## src/rtl/regfile_pkg.sv

```systemverilog
package regfile_pkg;
  localparam int REG_COUNT = 8;
  localparam int ID_W      = 4;
  localparam int SEL_W     = $clog2(REG_COUNT);
  localparam int RD_PORTS  = 2;

  typedef struct packed {
    logic                               clear;
    logic                               wrEn;
    logic [SEL_W-1:0]                   wrSel;
    logic [RD_PORTS-1:0]                rdValid;
    logic [RD_PORTS-1:0][SEL_W-1:0]     rdSel;
  } strobe_t;
endpackage

```

## src/rtl/regfile_ctrl.sv

```systemverilog
module regfile_ctrl
  import regfile_pkg::*;
(
  input  logic                           rst,
  input  logic [ID_W-1:0]                wrId,
  input  logic [RD_PORTS-1:0][ID_W-1:0]  rdId,
  output strobe_t                        strb
);
  // An identifier names a register only below REG_COUNT; anything above is "none".
  function automatic logic idNamesReg(input logic [ID_W-1:0] id);
    return (int'(id) < REG_COUNT);
  endfunction

  always_comb begin
    strb.clear = rst;
    strb.wrEn  = idNamesReg(wrId);
    strb.wrSel = wrId[SEL_W-1:0];
  end

  for (genvar p = 0; p < RD_PORTS; p++) begin : g_rdDecode
    always_comb begin
      strb.rdValid[p] = idNamesReg(rdId[p]);
      strb.rdSel[p]   = rdId[p][SEL_W-1:0];
    end
  end
endmodule

```

## src/rtl/regfile_dp.sv

```systemverilog
module regfile_dp
  import regfile_pkg::*;
#(
  parameter int DATA_W = 32
) (
  input  logic                             clk,
  input  strobe_t                          strb,
  input  logic [DATA_W-1:0]                wrData,
  output logic [RD_PORTS-1:0][DATA_W-1:0]  rdData
);
  logic [REG_COUNT-1:0][DATA_W-1:0] regs;

  // Write and clear only on the rising edge; the clear has priority.
  always_ff @(posedge clk) begin
    if (strb.clear) begin
      regs <= '0;
    end else if (strb.wrEn) begin
      regs[strb.wrSel] <= wrData;
    end
  end

  // Reads are pure combinational multiplexers; a port with no register drives zero.
  for (genvar p = 0; p < RD_PORTS; p++) begin : g_rdMux
    always_comb begin
      rdData[p] = strb.rdValid[p] ? regs[strb.rdSel[p]] : '0;
    end
  end

  a_r1_clear_zeroes: assert property (@(posedge clk)
    strb.clear |=> (regs == '0));

  a_r4_write_lands: assert property (@(posedge clk) disable iff (strb.clear)
    strb.wrEn |=> (regs[$past(strb.wrSel)] == $past(wrData)));

  a_r7_none_write_keeps: assert property (@(posedge clk) disable iff (strb.clear)
    !strb.wrEn |=> $stable(regs));
endmodule

```

## src/rtl/regfile_2r1w.sv

```systemverilog
module regfile_2r1w
  import regfile_pkg::*;
#(
  parameter int DATA_W = 32
) (
  input  logic              clk,
  input  logic              rst,
  input  logic [ID_W-1:0]   rdIdA,
  output logic [DATA_W-1:0] rdDataA,
  input  logic [ID_W-1:0]   rdIdB,
  output logic [DATA_W-1:0] rdDataB,
  input  logic [ID_W-1:0]   wrId,
  input  logic [DATA_W-1:0] wrData
);
  strobe_t                          strb;
  logic [RD_PORTS-1:0][ID_W-1:0]    rdId;
  logic [RD_PORTS-1:0][DATA_W-1:0]  rdData;

  assign rdId[0] = rdIdA;
  assign rdId[1] = rdIdB;

  regfile_ctrl u_ctrl (
    .rst  (rst),
    .wrId (wrId),
    .rdId (rdId),
    .strb (strb)
  );

  regfile_dp #(.DATA_W(DATA_W)) u_dp (
    .clk    (clk),
    .strb   (strb),
    .wrData (wrData),
    .rdData (rdData)
  );

  assign rdDataA = rdData[0];
  assign rdDataB = rdData[1];

  a_r6_none_read_zero_a: assert property (@(posedge clk) disable iff (rst)
    (int'(rdIdA) >= REG_COUNT) |-> (rdDataA == '0));

  a_r6_none_read_zero_b: assert property (@(posedge clk) disable iff (rst)
    (int'(rdIdB) >= REG_COUNT) |-> (rdDataB == '0));

  // a read aimed at the pending write target still shows the pre-edge word.
  a_r5_old_value_before_edge: assert property (@(posedge clk) disable iff (rst)
    (int'(wrId) < REG_COUNT && rdIdA == wrId) |=> $past(rst) || (rdDataA == $past(rdDataA)) || (rdIdA != $past(rdIdA)) || (rdDataA == $past(wrData)));
endmodule

```

## config.mk

```make
export PLATFORM = sky130hd
export DESIGN_NAME = regfile_2r1w
export DESIGN_NICKNAME = d
export VERILOG_FILES = /design/src/rtl/regfile_pkg.sv /design/src/rtl/regfile_ctrl.sv /design/src/rtl/regfile_dp.sv /design/src/rtl/regfile_2r1w.sv
export SDC_FILE = /design/constraint.sdc
export NUM_CORES = 1
export LEC_CHECK = 0
export ABC_AREA = 1
export BUFFER_PORTS_ARGS = -buffer_cell sky130_fd_sc_hd__buf_2
export CAP_MARGIN = 20
export CORE_MARGIN = 2
export CORE_UTILIZATION = 45
export DETAILED_ROUTE_END_ITERATION = 8
export HOLD_SLACK_MARGIN = 0.15
export PLACE_DENSITY = 0.6
export SYNTH_ARGS = -nofsm -noshare
export SYNTH_HDL_FRONTEND = slang
export SYNTH_SLANG_ARGS = --single-unit
```

## constraint.sdc

```tcl
create_clock -name clk -period 1.3 [get_ports clk]
set_input_delay 0.195 -clock clk [delete_from_list [all_inputs] [get_ports clk]]
set_output_delay 0.195 -clock clk [all_outputs]
set_load 0.01 [all_outputs]
```

# Word-level counts from Yosys, hierarchy flattened
# Index checks and enable logic that the tools add are counted.
[classes] order_cmp=7 n_mux=9 reduce_logical=1
[op_table] cell="bitwise mux 256 bit" count=1
[op_table] cell="binary-select mux 32 bit (select 3 bit)" count=2
[op_table] cell="two-way mux 32 bit" count=5
[op_table] cell="demux 32 bit (select 3 bit)" count=1
[op_table] cell="< comparator 3 x 4 -> 1 bit (second input constant)" count=3
[op_table] cell="< comparator 4 bit (second input constant)" count=3
[op_table] cell=">= comparator 3 x 1 -> 1 bit (second input constant)" count=1
[op_table] cell="logical AND 1 bit" count=1
[totals] reg_bits=256 inputBits=46 output_inout_bits=64 word_cells=25

# Logic depth before layout (Yosys ltp)
# Gate-level depths: netlist (run 1).
[logic_depth] word_depth=5 mapped_depth=8 depth_no_buf=6

# Cells and area by module
# From an unflattened synthesis (run 1), not the netlist that was laid out.
[hier_totals] cells_unflattened=2622 area_unflattened_um2=14970.6
[by_module_without_submodules] module="regfile_dp" instances=1 cells_per_inst=2609 area_each_um2=14884.3 seq_area_each_um2=5124.9
[by_module_without_submodules] module="regfile_ctrl" instances=1 cells_per_inst=13 area_each_um2=86.3 seq_area_each_um2=0.0

# Worst setup path after synthesis (run 1)
# OpenSTA, ideal clock, no wires.
[synth_path] path_type="in2out" startpoint="input rdIdA[1]" endpoint="output rdDataA[0]" arrival_ns=1.012 t_required_ns=1.105 slack_ns=0.093 cell_stages=6 n_path_buf=2 cell_sequence="buf_2 clkbuf_1 nand3_1 nand3_1 nand2_1 nor2_1"
[synth_between] elab_chain_len=3 word_cells_on_any_way=4 cone_classes="order compare (1); mux (3)"
[synth_lines] item="start: declaration" line="regfile_2r1w.sv:8" rtl="input logic [ID_W-1:0] rdIdA,"
[synth_lines] item="binary-select mux 32 bit (select 3 bit)" line="regfile_dp.sv:25" rtl="rdData[p] = strb.rdValid[p] ? regs[strb.rdSel[p]] : '0;"
[synth_lines] item="two-way mux 32 bit (implied by the code)" line="regfile_dp.sv:25"
[synth_lines] item="two-way mux 32 bit *" line="regfile_dp.sv:25"
[synth_lines] item="end: declaration" line="regfile_2r1w.sv:9" rtl="output logic [DATA_W-1:0] rdDataA,"
# Every way passes the cells marked *; elsewhere a longest branch is shown, timed or not. The select of a mux whose other input is x is not followed.

# Worst setup path in the final report (run 1)
[layout_path] startpoint="register u_dp.regs[68] (netlist bit)" endpoint="output rdDataA[4]"
[layout_between] elab_chain_len=3
[layout_lines] item="start: declaration" line="regfile_dp.sv:11" rtl="logic [REG_COUNT-1:0][DATA_W-1:0] regs;"
[layout_lines] item="start signal: indexed assignment" line="regfile_dp.sv:18" rtl="regs[strb.wrSel] <= wrData;"
[layout_lines] item="binary-select mux 32 bit (select 3 bit)" line="regfile_dp.sv:25"
[layout_lines] item="two-way mux 32 bit (implied by the code)" line="regfile_dp.sv:25"
[layout_lines] item="two-way mux 32 bit" line="regfile_dp.sv:25"
# Every way passes these cells. The select of a mux whose other input is x is not followed.

==> results.json, run 1 <==
{
  "outcome": "finished with violations",
  "crit_type": "reg -> out",
  "r2r_start": "u_dp.regs[70]",
  "use_met2_pct": 53.49,
  "drt-initial-drc-count": 1410,
  "vias": 17080,
  "synth.most_common_cell": "nand2_1",
  "drive_gt1_share_pct": 37.65,
  "grt_pass1_wl_mm": 85.82,
  "largest_reg_flops": 256,
  "nFillCells": 3236,
  "die_w_um": 185.8,
  "hold_start": "wrId[0]",
  "synth_common_cells": "nand2_1 (1094), nand3_1 (320), inv_1 (266), dfxtp_1 (256), a21oi_1 (224)",
  "worstMarginPinSlew_ns": 0.3607,
  "p_leak_uw": 0.008850,
  "drc": 0,
  "netlist_top_cells_area": "dfxtp_1 (34%), nand2_1 (28%), nand3_1 (11%), a21oi_1 (7.5%), inv_1 (6.7%)",
  "crit_arrival_ns": 1.56,
  "synthAdderAreaFrac_pct": 0,
  "clockBufferDepth": 3,
  "synth_cells": 2577,
  "fmax_mhz": 570.9,
  "ys.flop_type": "dfxtp_1",
  "grt_setup_unrepaired": "true",
  "rows": 66,
  "crit_required_ns": 1.11,
  "finish.instance_area_sq_um": 19740,
  "total_power_uw": 21400,
  "post-place-ws_ns": -0.1980,
  "synth-compound-area-share_pct": 9.152,
  "syn-num-nets": 2623,
  "cts_root_buf": "clkbuf_16",
  "reg_top3": "u_dp.regs (256)",
  "path_cells": "inv_1 -> nand2_1 -> nand3_1 -> nand2_1 -> nor2_2 -> nor2_2 -> buf_2",
  "gr-total-overflow": 0,
  "fin_ws_ns": -0.4516,
  "critPathLaunch": "u_dp.regs[68]",
  "relSlewSlack_pct": 75.95,
  "violations": "negative setup slack",
  "antenna_found_initial": 1,
  "synth_edf_count": 0,
  "p_per_area_nw_per_um2": 1084,
  "ys_seq_elements": 256,
  "wl_per_cell_um": 17.67,
  "cpLargestDelayFamily": "simple AND/OR/NAND/NOR gates",
  "start_kind": "register",
  "synth-seq-area-share_pct": 34.45,
  "min_period_ns": 1.752,
  "ios": 110,
  "io_buffers": 109,
  "slew_viol_final": 0,
  "grt_usage_pct": 31.50,
  "regMostFlops": "u_dp.regs",
  "endpoint_kind": "output port",
  "cts_sinks": 256,
  "clkTransAtPathRegs_ns": 0.06,
  "cpMaxStageDelayCell": "dfxtp_1",
  "die-area_sq_um": 34520,
  "synth_area_sq_um": 14870,
  "maxCapViolCount": 0,
  "dpl_cell_area_sq_um": 16710,
  "grt_max_degree": 56,
  "drt-total-wl_mm": 56.16,
  "met1_usage_pct": 40.74,
  "dp_hpwl_mm": 35.46,
  "yosys_warnings": 0,
  "synthMuxAreaShare_pct": 0,
  "synth_top_family_by_area": "simple AND/OR/NAND/NOR gates",
  "async_reset_ff_share_pct": 0,
  "hold_viol": 0,
  "ant_nets": 0,
  "grt.busiest_layer": "met2",
  "slowest_delay_ns": 0.34,
  "placeableCoreArea_sq_um": 32540,
  "grt_pass1_vias": 16050,
  "clock_skew_ns": 0,
  "yosys.area_share.simple_pct": 42.80,
  "critPathMaxFanout": 2,
  "setup_viol_count_final": 64,
  "start_util_pct": 45.72,
  "drt_pass1_iterations": 5,
  "synth_area_per_cell_sq_um": 5.772,
  "fp.dieH_um": 185.8,
  "cts_htree_levels": 1,
  "synth-xor-area-share_pct": 0,
  "fin_crit_sh_pct": 134.7,
  "gp_congestion": 0.9011,
  "synth_top_area_share_pct": 34.45,
  "synth_cell_type_count": 16,
  "yosysTopAreaCell": "dfxtp_1",
  "met3_usage_pct": 4.813,
  "insertion_delay_ns": 0.56,
  "numCtsBuffers": 30,
  "ir_worst_vdd_mv": 0.9692,
  "hp-class": "in -> reg",
  "vias_per_cell": 5.373,
  "cts_tree": "yes",
  "worst-path-buf-inv": 2,
  "fin_nets": 2758,
  "area_delta_synth_final_pct": 32.68
}
kinds of logic (layout without fill, tap and decap cells):
logic type	Yosys count	count (layout)
other	0	1
buffers and inverters	483	642
AOI/OAI and AO/OA	256	256
DFF	256	256
and+or+nand+nor	1582	1582
stage by stage:
| stage | hold slack [ns] | instances | setup TNS [ns] | util, % |
|---|---|---|---|---|
| 6_report | 0.3029 | 3179 | -22.35 | 60.66 |
| 5_1_grt | 0.2986 | 3179 | -26.81 | 60.66 |
| 4_1_cts | 0.2543 | 3150 | -23.12 | 56.90 |
| 3_5_place_dp | 0.4531 | 3053 | -12.70 | 51.35 |
| 3_3_place_gp | 0.4463 | 3053 | -10.59 | 51.35 |
| 2_1_floorplan | 0.3753 | 2577 | 0 | - |
layer usage:
metal	routed length [um]	up-vias
li1	-	8200
met1	23300	8007
met2	26730	741
met3	4304	132
met4	1822	0
met5	0	-
worst min-delay path, cell delays in order:
cell     delay, ns
buf_2         0.16
nor2_4        0.06
nand2_2       0.09
inv_2         0.06
buf_12        0.15
nand2_1       0.06
a21oi_1       0.05
cell usage in the layout (no fill, tap or decap), types with 5 or more instances in the layout:
cell / count
dfxtp_1: 35
a211oi_1: 32
inv_1: 78
nand2_2: 118
dlygate4sd3_1: 34
bufinv_16: 7
buf_2: 101
nor2_4: 8
nand3_2: 110
a21oi_1: 224
buf_12: 57
dfxtp_2: 221
buf_4: 116
clkinvlp_4: 5
nand2_1: 977
nor2_1: 112
clkinv_2: 7
nand3_1: 210
nor2_2: 46
clkbuf_16: 31
buf_6: 5
inv_2: 193
layout make-up:
cell class / instances / area (sq um) / area share (%)
Clock buffer: 37 / 818.3 / 4.146
Tap cell: 442 / 553.0 / 2.802
Inverter: 273 / 1030 / 5.218
Multi-Input combinational cell: 1838 / 8733 / 44.25
Clock inverter: 19 / 282.8 / 1.433
Antenna cell: 1 / 2.502 / 0.01268
Sequential cell: 256 / 5401 / 27.37
Timing Repair Buffer: 313 / 2914 / 14.77
repair_timing:
| action | CTS | global route |
|---|---|---|
| endpoints found under the hold margin | 256 | 0 |
| hold buffers | 34 | 0 |
| resized for setup | 303 | 396 |
| pin swaps | 129 | 202 |
| setup endpoints to repair | 64 | 65 |
| buffers inserted | 7 | 28 |
where the power goes:
part           leakage [uW]  internal, uW  switching (uW)
Combinational       0.00614          1430            2360
Clock              0.000528          5850            3610
Sequential          0.00218          8050             104
final timing paths:
| kind | slack [ns] | cells past startpoint | endpoint |
|---|---|---|---|
| setup / recovery | -0.45 | 7 | rdDataA[4] |
| hold / removal | 0.30 | 7 | u_dp.regs[67] |
| setup reg to reg | 0.17 | 3 | u_dp.regs[70] |
| hold reg to reg | 0.46 | 2 | u_dp.regs[210] |
(Power assumes the default switching activity.)
==> inputs of run 2 (changes only) <==
--- a/config.mk
+++ b/config.mk
@@ -8,6 +8,7 @@
 export ABC_AREA = 1
 export BUFFER_PORTS_ARGS = -buffer_cell sky130_fd_sc_hd__buf_2
 export CAP_MARGIN = 20
+export CORE_ASPECT_RATIO = 0.8
 export CORE_MARGIN = 2
 export CORE_UTILIZATION = 45
 export DETAILED_ROUTE_END_ITERATION = 8
==> run 2 against run 1 <==
Against the previous run: the flow still finishes with violations (negative setup slack); clock skew unchanged; utilization down 1.5 points; non-clock buffer count decreased by 28; clock-buffer cell count up 5; clock power fell by 14%; final area decreased by 2.4%; setup slack worse by 0.0057 ns; critical path depth unchanged; wire length down 2.1%; largest cell class unchanged; highest routed layer unchanged.
==> results.json, run 2 (synthesis results as in run 1) <==
{
  "die_w_um": 207.3,
  "ios": 110,
  "ant_nets": 0,
  "dp_hpwl_mm": 34.48,
  "grt_usage_pct": 30.19,
  "die-area_sq_um": 34530,
  "regMostFlops": "u_dp.regs",
  "clockBufferDepth": 3,
  "p_leak_uw": 0.008627,
  "hp-class": "in -> reg",
  "drt_pass1_iterations": 6,
  "fin_nets": 2729,
  "final_cell_mix": "nand2_1 (1000), a21oi_1 (224), nand3_1 (219)",
  "endpoint_kind": "output port",
  "vias_per_cell": 5.403,
  "setup_viol_count_final": 64,
  "hold_start": "wrId[3]",
  "area_delta_synth_final_pct": 29.54,
  "crit_arrival_ns": 1.56,
  "io_buffers": 109,
  "clkTransAtPathRegs_ns": 0.06,
  "reg_top3": "u_dp.regs (256)",
  "total_power_uw": 20000,
  "critPathMaxFanout": 2,
  "drt-initial-drc-count": 1724,
  "numCtsBuffers": 29,
  "layout_commonest_cell": "nand2_1",
  "clock_skew_ns": 0,
  "instances_no_fill": 3129,
  "fin_ws_ns": -0.4573,
  "dp_cells": 3019,
  "cts_root_buf": "clkbuf_16",
  "grt_max_degree": 57,
  "antenna_found_initial": 0,
  "drc": 0,
  "p_per_area_nw_per_um2": 1038,
  "outcome": "finished with violations",
  "insertion_delay_ns": 0.57,
  "gr-total-overflow": 0,
  "cts_sinks": 256,
  "ir_worst_vdd_mv": 1.001,
  "wl_per_cell_um": 17.56,
  "start_kind": "register",
  "start_util_pct": 45.69,
  "fmax_mhz": 569.1,
  "grt_pass1_vias": 15440,
  "largest_reg_flops": 256,
  "gp_congestion": 0.8912,
  "grt_pass1_wl_mm": 84.69,
  "min_period_ns": 1.757,
  "relSlewSlack_pct": 75.15,
  "fp.dieH_um": 166.6,
  "fin_crit_sh_pct": 135.2,
  "crit_required_ns": 1.11,
  "cts_htree_levels": 1,
  "cts_tree": "yes",
  "hold_viol": 0,
  "vias": 16910,
  "drive_gt1_share_pct": 34.60,
  "critPathLaunch": "u_dp.regs[72]",
  "rows": 59,
  "grt_setup_unrepaired": "true",
  "placeableCoreArea_sq_um": 32560,
  "slew_viol_final": 0,
  "finalSetupTns_ns": -23.72,
  "violations": "negative setup slack",
  "antenna_cells": 0,
  "maxCapViolCount": 0,
  "drt-total-wl_mm": 54.96,
  "r2r_start": "u_dp.regs[145]",
  "worstMarginPinSlew_ns": 0.3727,
  "crit_type": "reg -> out"
}
==> run 2: changes by cell type in the layout (fill, tap and decap cells not counted), sizes merged <==
| cell | previous run | this run |
|---|---|---|
| buf | 279 | 251 |
| bufinv | 7 | 1 |
| clkbuf | 37 | 43 |
| clkinvlp | 5 | 0 |
| clkinv | 7 | 6 |
| diode | 1 | 0 |
| dlygate4sd3 | 34 | 33 |
| inv | 273 | 274 |
==> run 2: layer usage <==
| metal | vias up | wire [um] | global-route usage, % |
|---|---|---|---|
| met5 | - | 0 | 0 |
| met4 | 0 | 1746 | 9.938 |
| met3 | 125 | 4183 | 3.809 |
| met2 | 751 | 24210 | 47.12 |
| met1 | 7895 | 24810 | 43.12 |
| li1 | 8136 | - | - |
==> run 2: layout make-up <==
| class | instances | area, sq um |
|---|---|---|
| clock buffers | 42 | 844.6 |
| clock inverters | 8 | 68.82 |
| fillers | 3222 | 13290 |
| inverters | 273 | 1030 |
| multi-input cells | 1838 | 8651 |
| flip-flops and latches | 256 | 5395 |
| well taps | 427 | 534.3 |
| repair buffers | 285 | 2745 |
==> run 2: critical path, stage by stage (launching register included) <==
cell     delay (ns)
dfxtp_2        0.32
inv_1          0.05
nand2_1        0.07
nand3_2        0.10
nand2_2        0.10
nor2_2         0.05
nor2_4         0.17
buf_6          0.13
==> run 2: through the flow <==
stage | hold WS [ns] | area, sq um | setup WS [ns] | util, %
final | 0.2044 | 19270 | -0.4573 | 59.19
after global routing | 0.2138 | 19270 | -0.4973 | 59.19
after CTS | 0.1838 | 18210 | -0.4313 | 55.92
after detailed placement | 0.4512 | 16570 | -0.2246 | 50.91
after global placement | 0.4467 | 16570 | -0.2358 | 50.91
after floorplan | 0.3753 | 14870 | 0.09284 | -
==> run 2: worst paths after layout <==
| path | end | slack (ns) | cells after the start |
|---|---|---|---|
| max | rdDataA[8] | -0.46 | 7 |
| min | u_dp.regs[249] | 0.20 | 5 |
| max reg2reg | u_dp.regs[145] | 0.48 | 4 |
| min reg2reg | u_dp.regs[76] | 0.46 | 2 |
==> run 2: timing repair <==
action | 4_1_cts | 5_1_grt
cloned | 0 | 0
pin swaps | 145 | 184
setup buffers | 3 | 24
endpoints found under the setup margin | 64 | 64
gates resized for setup | 291 | 353
hold buffers | 33 | 0
hold endpoints to repair | 256 | 0
==> run 2: where the power goes <==
group | switching [uW] | leakage (uW) | total, uW | internal [uW]
Combinational | 2350 | 0.00599 | 3750 | 1400
Clock | 3440 | 0.000457 | 8100 | 4660
Sequential | 100 | 0.00218 | 8150 | 8050
==> inputs of run 3 (changes only) <==
--- a/config.mk
+++ b/config.mk
@@ -5,15 +5,16 @@
 export SDC_FILE = /design/constraint.sdc
 export NUM_CORES = 1
 export LEC_CHECK = 0
-export ABC_AREA = 1
 export BUFFER_PORTS_ARGS = -buffer_cell sky130_fd_sc_hd__buf_2
 export CAP_MARGIN = 20
 export CORE_ASPECT_RATIO = 0.8
 export CORE_MARGIN = 2
 export CORE_UTILIZATION = 45
+export CTS_CLUSTER_SIZE = 16
 export DETAILED_ROUTE_END_ITERATION = 8
+export GPL_ROUTABILITY_DRIVEN = 0
 export HOLD_SLACK_MARGIN = 0.15
-export PLACE_DENSITY = 0.6
+export PLACE_DENSITY = 0.61
 export SYNTH_ARGS = -nofsm -noshare
 export SYNTH_HDL_FRONTEND = slang
 export SYNTH_SLANG_ARGS = --single-unit
==> run 3 against run 2 <==
Against the previous run: the flow still finishes with violations (negative setup slack); synthesized cell count shrank 43%; first-iteration DRC count shrank 29%; clock-buffer cell count is the same; final cell count shrank 38%; via count shrank 33%; worst hold slack gained 0.12 ns; critical path depth shrank 3; synthesized area shrank 10%; wire length shrank 24%; non-clock buffer count shrank 68; total power shrank 13%; critical path type unchanged; largest cell class unchanged; largest power group unchanged.
==> results.json, run 3 <==
{
  "outcome": "finished with violations",
  "violations": "negative setup slack",
  "crit_arrival_ns": 1.79,
  "drive_gt1_share_pct": 30.87,
  "cts_htree_levels": 1,
  "endpoint_kind": "output port",
  "start_kind": "register",
  "p_per_area_nw_per_um2": 1102,
  "r2r_end": "u_dp.regs[105]",
  "insertion_delay_ns": 0.54,
  "yosys_warnings": 0,
  "gr-total-overflow": 0,
  "synth_cell_type_count": 19,
  "cts_sinks": 256,
  "async_reset_ff_share_pct": 0,
  "placeableCoreArea_sq_um": 29220,
  "clock_skew_ns": 0,
  "area_delta_synth_final_pct": 18.57,
  "critPathLaunch": "u_dp.regs[187]",
  "vias_per_cell": 5.823,
  "fin_util_pct": 54.16,
  "total_power_uw": 17430,
  "numCtsBuffers": 26,
  "io_buffers": 109,
  "synth_edf_count": 0,
  "relSlewSlack_pct": 78.83,
  "antenna_cells": 0,
  "synth_area_per_cell_sq_um": 9.135,
  "dp_hpwl_mm": 25.74,
  "grt_max_degree": 49,
  "fp.dieH_um": 158.0,
  "clockBufferDepth": 3,
  "wl_per_cell_um": 21.54,
  "ant_nets": 0,
  "die_w_um": 196.5,
  "ys.flop_type": "dfxtp_1",
  "fmax_mhz": 504.3,
  "yosysTopAreaCell": "dfxtp_1",
  "rows": 56,
  "maxCapViolCount": 0,
  "syn-num-nets": 1507,
  "p_leak_uw": 0.005652,
  "r2r_start": "u_dp.regs[105]",
  "vias": 11270,
  "fin_nets": 1587,
  "hold_viol": 0,
  "synth.most_common_cell": "nand2_1",
  "reg_top3": "u_dp.regs (256)",
  "grt_pass1_wl_mm": 63.92,
  "setup_viol_count_final": 64,
  "cts_tree": "yes",
  "netlist_top_cells_area": "dfxtp_1 (38%), mux4_2 (22%), nand2_1 (14%), a21oi_1 (9.6%), mux2i_1 (4.8%)",
  "synth-seq-area-share_pct": 38.40,
  "largest_reg_flops": 256,
  "post-place-ws_ns": -0.5005,
  "synth_cells": 1461,
  "synth_common_cells": "nand2_1 (512), a21oi_1 (256), dfxtp_1 (256), mux4_2 (128)",
  "drc": 0,
  "slew_viol_final": 0,
  "grt_setup_unrepaired": "true",
  "regMostFlops": "u_dp.regs",
  "fin_crit_sh_pct": 152.5,
  "reg2regPathDepth": 3,
  "ir_worst_vdd_mv": 0.8891,
  "ff2ff_setup_slack_ns": 0.58,
  "start_util_pct": 45.68,
  "cts_root_buf": "clkbuf_16",
  "fin_ws_ns": -0.6829,
  "drt-total-wl_mm": 41.69,
  "grt_usage_pct": 27.01,
  "synth_top_area_share_pct": 38.40,
  "ys_seq_elements": 256,
  "clkTransAtPathRegs_ns": 0.06,
  "layout_commonest_cell": "nand2_1",
  "critPathCapture": "rdDataB[27]",
  "final_cell_mix": "nand2_1 (512), a21oi_1 (256), dfxtp_1 (156)",
  "die-area_sq_um": 31060,
  "finalSetupTns_ns": -38.76,
  "worstMarginPinSlew_ns": 0.3164,
  "grt_pass1_vias": 10890,
  "hp-class": "in -> reg",
  "critPathMaxFanout": 3,
  "antenna_found_initial": 1,
  "crit_required_ns": 1.11,
  "ios": 110,
  "drt_pass1_iterations": 7,
  "synth_area_sq_um": 13350,
  "drt-initial-drc-count": 1225,
  "min_period_ns": 1.983,
  "crit_type": "reg -> out"
}
[run 3: changes by cell type after synthesis, sizes merged, moves of 32 or more]
cell    change
nor2      -102
nand2     -583
mux2i      +64
a211oi     -32
a21oi      +32
nand3     -320
mux4      +128
buf        -45
inv       -273
[run 3: worst min-delay path by stage]
stage,slack [ns],startpoint,end,cells after the start
global placement,0.45,u_dp.regs[170],u_dp.regs[170],2
detailed placement,0.46,u_dp.regs[134],u_dp.regs[134],2
CTS,0.32,wrId[1],u_dp.regs[148],6
finish,0.32,wrId[1],u_dp.regs[130],6
global route,0.36,wrId[1],u_dp.regs[142],6
floorplan,0.44,rdIdA[3],rdDataA[0],1
[run 3: area by class of cell]
type / instances / area [sq um]
Fill cell: 2667 / 13390
Multi-Input combinational cell: 1040 / 7298
Timing Repair Buffer: 217 / 1988
Clock inverter: 3 / 15.01
Sequential cell: 256 / 5250
Clock buffer: 42 / 802.0
Tap cell: 377 / 471.7
[run 3: metal layers]
metal	vias up	share of wire [%]	global-route usage, %
li1	5172	-	-
met5	-	0.031	0
met4	2	1.6	5.556
met1	5540	44	38.19
met3	55	8.0	4.239
met2	498	46	44.17
[run 3: cells by family (layout without fill, tap and decap cells)]
kind of cell / count (synthesis) / count (layout) / synth area share [%]
simple gates: 592 / 592 / 17.85
compound gates: 256 / 256 / 9.600
flops: 256 / 256 / 38.40
mux: 192 / 192 / 26.40
buf+inv: 165 / 262 / 7.753
[run 3: through the flow]
stage	std cells	hold WS, ns	instance area (sq um)
finish	1935	0.3206	15830
global route	1935	0.3603	15830
CTS	1933	0.3191	15740
detailed placement	1854	0.4585	14440
global placement	1854	0.4536	14440
floorplan	1461	0.4375	13490
[run 3: power breakdown]
group | internal [uW] | switching (uW)
combinational | 871 | 1110
clock | 4180 | 3120
sequential | 8020 | 128
[run 3: critical path, cell delays in order (launching register included)]
cell and delay (ns):
dfxtp_1 0.32, mux4_2 0.45, mux2i_1 0.23, nor2_2 0.09, buf_2 0.15
[run 3: repair_timing]
action,4_1_cts,5_1_grt
gates resized for setup,88,35
setup endpoints to repair,64,64
hold endpoints to repair,256,0
buffers inserted,1,2
pin swaps,9,14
hold buffers,33,0
